[config.mk]
export PLATFORM = sky130hd
export DESIGN_NAME = wkp_wake_detector
export DESIGN_NICKNAME = d
export VERILOG_FILES = /design/src/rtl/wkp_pkg.sv /design/src/rtl/wkp_phase_timer.sv /design/src/rtl/wkp_window_timer.sv /design/src/rtl/wkp_seq_fsm.sv /design/src/rtl/wkp_wake_detector.sv
export SDC_FILE = /design/constraint.sdc
export NUM_CORES = 1
export LEC_CHECK = 0
export BUFFER_PORTS_ARGS = -buffer_cell sky130_fd_sc_hd__buf_2
export CELL_PAD_IN_SITES_DETAIL_PLACEMENT = 0
export CELL_PAD_IN_SITES_GLOBAL_PLACEMENT = 1
export CORE_MARGIN = 8
export CORE_UTILIZATION = 38
export CTS_CLUSTER_DIAMETER = 120
export DETAILED_ROUTE_END_ITERATION = 6
export MAX_ROUTING_LAYER = met4
export PLACE_DENSITY_LB_ADDON = 0.1
export SYNTH_ARGS = -nofsm -noshare
export SYNTH_HDL_FRONTEND = slang
export SYNTH_SLANG_ARGS = --single-unit
[constraint.sdc]
create_clock -name clk -period 3 [get_ports clk]
set_clock_uncertainty 0.2 [all_clocks]
set_input_delay 0.6 -clock clk [delete_from_list [all_inputs] [get_ports clk]]
set_output_delay 0.6 -clock clk [all_outputs]
set_load 0.02 [all_outputs]
[src/rtl/wkp_pkg.sv]
package wkp_pkg;

    typedef enum logic [2:0] {
        ST_IDLE   = 3'd0,
        ST_DOM_A  = 3'd1,
        ST_HOLD_A = 3'd2,
        ST_REC_B  = 3'd3,
        ST_REC_Q  = 3'd4,
        ST_DOM_C  = 3'd5,
        ST_WOKE   = 3'd6
    } wk_state_t;

endpackage

[src/rtl/wkp_phase_timer.sv]
// Counts consecutive samples of the phase currently being qualified.
module wkp_phase_timer #(
    parameter int CNT_W = 16
) (
    input  logic             clk,
    input  logic             rst_n,
    input  logic             clr,
    input  logic             load,
    input  logic             adv,
    input  logic [CNT_W-1:0] limit,
    output logic             reached
);
    localparam logic [CNT_W-1:0] CNT_MAX = '1;
    localparam logic [CNT_W-1:0] CNT_ONE = CNT_W'(1);

    logic [CNT_W-1:0] cnt_q;

    always_ff @(posedge clk or negedge rst_n) begin
        if (!rst_n) begin
            cnt_q <= '0;
        end else if (clr) begin
            cnt_q <= '0;
        end else if (load) begin
            cnt_q <= CNT_ONE;
        end else if (adv && (cnt_q != CNT_MAX)) begin
            cnt_q <= cnt_q + CNT_ONE;
        end
    end

    // The sample taken at this edge is number cnt_q + 1 of the phase.
    assign reached = (cnt_q >= (limit - CNT_ONE));

endmodule

[src/rtl/wkp_window_timer.sv]
// Counts the edges spent inside the wake-up window.
module wkp_window_timer #(
    parameter int CNT_W = 16
) (
    input  logic             clk,
    input  logic             rst_n,
    input  logic             clr,
    input  logic             run,
    input  logic [CNT_W-1:0] limit,
    output logic             expired
);
    localparam logic [CNT_W-1:0] CNT_ONE = CNT_W'(1);

    logic [CNT_W-1:0] win_q;

    always_ff @(posedge clk or negedge rst_n) begin
        if (!rst_n) begin
            win_q <= '0;
        end else if (clr || !run) begin
            win_q <= '0;
        end else if (!expired) begin
            win_q <= win_q + CNT_ONE;
        end
    end

    assign expired = run && (win_q >= (limit - CNT_ONE));

endmodule

[src/rtl/wkp_seq_fsm.sv]
// Sequence machine: dominant, then recessive, then dominant.
module wkp_seq_fsm
    import wkp_pkg::*;
(
    input  logic      clk,
    input  logic      rst_n,
    input  logic      standby,
    input  logic      bus_dom,
    input  logic      ph_reached,
    input  logic      win_expired,
    output wk_state_t state,
    output logic      ph_clr,
    output logic      ph_load,
    output logic      ph_adv,
    output logic      win_run
);
    wk_state_t state_q, state_d;

    // State register.
    always_ff @(posedge clk or negedge rst_n) begin
        if (!rst_n) begin
            state_q <= ST_IDLE;
        end else begin
            state_q <= state_d;
        end
    end

    // Next state, plus the phase-timer strobes that belong to each transition.
    always_comb begin
        state_d = state_q;
        ph_load = 1'b0;
        ph_adv  = 1'b0;
        if (!standby) begin
            state_d = ST_IDLE;                       // exit
        end else begin
            unique case (state_q)
                ST_IDLE: begin
                    if (bus_dom) begin
                        state_d = ST_DOM_A;          // start
                        ph_load = 1'b1;
                    end
                end
                ST_DOM_A: begin
                    if (!bus_dom) begin
                        state_d = ST_IDLE;           // glitch
                    end else if (ph_reached) begin
                        state_d = ST_HOLD_A;         // qualify
                    end else begin
                        ph_adv = 1'b1;
                    end
                end
                ST_HOLD_A: begin
                    if (win_expired) begin
                        state_d = ST_IDLE;           // expire
                    end else if (!bus_dom) begin
                        state_d = ST_REC_B;          // edge
                        ph_load = 1'b1;
                    end
                end
                ST_REC_B: begin
                    if (win_expired) begin
                        state_d = ST_IDLE;           // expire
                    end else if (bus_dom) begin
                        state_d = ST_DOM_A;          // retry
                        ph_load = 1'b1;
                    end else if (ph_reached) begin
                        state_d = ST_REC_Q;          // qualify
                    end else begin
                        ph_adv = 1'b1;
                    end
                end
                ST_REC_Q: begin
                    if (win_expired) begin
                        state_d = ST_IDLE;           // expire
                    end else if (bus_dom) begin
                        state_d = ST_DOM_C;          // edge
                        ph_load = 1'b1;
                    end
                end
                ST_DOM_C: begin
                    if (bus_dom && ph_reached) begin
                        state_d = ST_WOKE;           // qualify wins over expiry
                    end else if (win_expired || !bus_dom) begin
                        state_d = ST_IDLE;           // expire or glitch
                    end else begin
                        ph_adv = 1'b1;
                    end
                end
                ST_WOKE: begin
                    state_d = ST_WOKE;
                end
                default: begin
                    state_d = ST_IDLE;
                end
            endcase
        end
    end

    // Outputs that depend on the state alone.
    always_comb begin
        ph_clr  = !standby;
        win_run = 1'b0;
        unique case (state_q)
            ST_HOLD_A, ST_REC_B, ST_REC_Q, ST_DOM_C: win_run = 1'b1;
            default:                                 win_run = 1'b0;
        endcase
    end

    assign state = state_q;

endmodule

[src/rtl/wkp_wake_detector.sv]
module wkp_wake_detector
    import wkp_pkg::*;
#(
    parameter int CNT_W = 16
) (
    input  logic             clk,
    input  logic             rst_n,
    input  logic             standby_i,
    input  logic             bus_dom_i,
    input  logic [CNT_W-1:0] phase_min_i,
    input  logic [CNT_W-1:0] wake_to_i,
    output logic             wake_o,
    output logic             rxd_o
);
    wk_state_t state;
    logic      ph_clr, ph_load, ph_adv, ph_reached;
    logic      win_run, win_expired;

    wkp_seq_fsm u_fsm (
        .clk         (clk),
        .rst_n       (rst_n),
        .standby     (standby_i),
        .bus_dom     (bus_dom_i),
        .ph_reached  (ph_reached),
        .win_expired (win_expired),
        .state       (state),
        .ph_clr      (ph_clr),
        .ph_load     (ph_load),
        .ph_adv      (ph_adv),
        .win_run     (win_run)
    );

    wkp_phase_timer #(.CNT_W(CNT_W)) u_phase (
        .clk     (clk),
        .rst_n   (rst_n),
        .clr     (ph_clr),
        .load    (ph_load),
        .adv     (ph_adv),
        .limit   (phase_min_i),
        .reached (ph_reached)
    );

    wkp_window_timer #(.CNT_W(CNT_W)) u_window (
        .clk     (clk),
        .rst_n   (rst_n),
        .clr     (ph_clr),
        .run     (win_run),
        .limit   (wake_to_i),
        .expired (win_expired)
    );

    // Pin outputs.
    always_comb begin
        wake_o = (state == ST_WOKE);
        if (!standby_i || wake_o) begin
            rxd_o = !bus_dom_i;
        end else begin
            rxd_o = 1'b1;
        end
    end

endmodule

==> run metrics <==
flops & latches, synth 35; unrepaired setup endpoints after global routing yes; register area 876 um^2; Die Area 11400 um^2; CTS H-tree lvls 2; Setup CP Type input port to flop; Fmax achieved 254 MHz; Slowest cell on crit path or4_1; failing checks negative setup slack; CP arrival 3970 ps; Worst Setup End Kind flop; DR pass1 iterations 4; post-synthesis sequential area ratio 28.0%; most common flop cell mapped by yosys dfrtp_1; post-synthesis net count 439; Max IR drop VDD 0.000222 V; max cap viols 0; switching part of the total 28.6%; number of distinct library cells after synthesis 47; final slew viol count 0; CTS tree built; Overflow after GRT 0; largest area contributor in the netlist dfrtp_1; Logic pwr share 22.1%; Final ANT Viol Nets 0; max_slew headroom 39.1%; Reg2Reg Setup Slack 10 ps; Multi-input gate area 2540 um^2; Syn-to-layout area delta 46.6%; num ports 38; ANT cells 0; total CTS buffers 5; initial cell density of the core 38.7%; vias in the first global route 3053; Mapped Avg Cell Area 8.53 um^2; num rows 33; Sink Count 35; worst path required time 3030 ps; largest net degree at the start of global routing 36; largest cells by area after synthesis dfrtp_1, ha_1, xnor2_1; PortBufs 37; Setup violations, final 35; hpwl dp 6140 um; most common cell type on the critical path nor3_4; initial antenna violation count 0; most common cell in the netlist nor2_1; Final Non-Filler Cells 598; DRC errors left 0; crit path max fanout 4; DR WL/cell 14.0 um; Post-synth EDFFs 0; fraction of layout cells with a size suffix above 1 36.3%; synth cell count leaders nor2_1, ha_1, dfrtp_1; synth warn 0; worst r2r src u_window.win_q[1]$_DFFE_PN0P_; Leakage Power 1.99 nW; Flop pwr share 45.4%; crit start category input port; total power 1.05 mW; Worst path max stage delay 490 ps; Die H 107 um; FF-to-FF path depth 9; initial drt markers 94; global-route wire length before repair 14100 um; fin crit period 3930 ps; CTS max path bufs 2; final WL 8360 um; Post-Synthesis Cells 367; hold buffers post-CTS 0; Internal 750 uW; Core Region 8090 um^2; Clock power frac 32.6%; Netlist Area Pre-Place 3130 um^2; die width 107 um; status finished with violations; Final period util 131%; GRT Util Overall 15.3%; power per cell area 229 nW/um^2; Final #Nets 564; critical path, cell by cell buf_6, nor3_4, nand2b_1, nor4_2, nand2_1, or2_4, nor3_4, xnor2_1, ha_1, nand4_1, buf_4, nor3_4, o311ai_4, and3_4, buf_6, nand2_4, o211ai_1, buf_4, or4_1, nand2_1; final hold viol count 0; area fraction of the dominant cell type after synthesis 28.0%; Hold Crit Class input port to asynchronous set/reset pin; Least-Margin Pin Slew 910 ps; placed cell count 572; Worst R2R End u_phase.cnt_q[12]$_DFFE_PN0P_; clk_lat worst skew 300 ps; root buf cell clkbuf_8; Placer Congestion 0.822; Clock transition at path regs 80 ps; Final WS setup -934 ps; Sw Pwr 301 uW; vias per std cell 5.21; total number of vias 3116; Synth async-reset ratio 100%; fillers 782
[metrics by stage]
step | utilization, % | area, um^2 | worst slack (ps) | hold slack (ps) | TNS [ps]
5_1_grt | 56.7 | 4590 | -1200 | 269 | -35390
6_report | 56.7 | 4590 | -934 | 182 | -26640
2_1_floorplan | - | 3210 | -902 | 104 | -23960
3_5_place_dp | 49.5 | 4000 | -1460 | 360 | -42440
4_1_cts | 54.4 | 4400 | -955 | 216 | -26840
3_3_place_gp | 49.5 | 4000 | -1360 | 350 | -40510
[layout make-up]
class                           count  area share [%]
Tap cell                          105            2.86
Sequential cell                    35            19.1
Timing Repair Buffer              123            19.7
Inverter                           14            1.14
Clock buffer                        7            1.66
Clock inverter                      1           0.109
Multi-Input combinational cell    313            55.4
[critical path, delay by kind of cell]
family	cells	cell delay (ps)
fa+ha+maj	1	290
xor+xnor	1	90
compound gates	2	240
simple gates	12	2170
buf+inv	4	570
[power by group through the flow]
stage	clock, mW	sequential [mW]	combinational (mW)
finish	0.342	0.477	0.232
global placement	0	0.486	0.200
detailed placement	0	0.485	0.204
global route	0.365	0.477	0.258
floorplan	0	0.486	0.0906
CTS	0.349	0.477	0.222
[sequential cells by signal, indices dropped and copies added, names as in the netlist]
register,flops
u_window.win_q,16
u_fsm.state,3
u_phase.cnt_q,16
[placed cells by master, fill, tap and decap left out, types with 7 or more instances in the layout]
master	instances
buf_6	9
nand3_1	14
inv_1	14
a21oi_1	22
dfrtp_1	35
nor3_1	7
and3_1	7
nand2_1	26
xnor2_1	25
or3_1	8
xor2_1	14
or4_1	7
buf_4	77
o21ai_0	10
ha_1	36
buf_2	34
nor2_1	39
[worst max path at each step]
stage	from	endpoint	slack, ps	cells after the start
after floorplan	wake_to_i[3]	u_phase.cnt_q[12]$_DFFE_PN0P_	-900	19
after global placement	wake_to_i[3]	u_phase.cnt_q[14]$_DFFE_PN0P_	-1360	17
after detailed placement	wake_to_i[3]	u_phase.cnt_q[12]$_DFFE_PN0P_	-1460	17
after CTS	wake_to_i[3]	u_phase.cnt_q[5]$_DFFE_PN0P_	-960	20
after global routing	wake_to_i[3]	u_phase.cnt_q[8]$_DFFE_PN0P_	-1200	20
final	wake_to_i[3]	u_phase.cnt_q[5]$_DFFE_PN0P_	-930	20
[cells by family (layout without fill, tap and decap cells)]
family | count (synthesis) | in the layout | share of synthesized area, %
XOR/XNOR | 43 | 43 | 12.0
multiplexers | 2 | 2 | 0.640
flip-flops | 35 | 35 | 28.0
adder cells (fa/ha/maj) | 37 | 37 | 14.7
buffers and inverters | 22 | 145 | 3.16
AND/OR/NAND/NOR | 155 | 155 | 24.9
AO/OA/AOI/OAI | 73 | 76 | 16.6
[routing by layer]
layer	part of all wire, %	global-route usage [%]
met4	0.90	3.32
met3	3.3	2.40
met1	51	21.0
met2	45	23.1
met5	0	-
[repair_timing]
item / CTS / global route
cloned: 2 / 1
gates resized for setup: 42 / 29
endpoints found under the setup margin: 35 / 35
pin swaps: 15 / 11
setup buffers: 11 / 9
No activity file was read; power rests on OpenSTA's default activity.
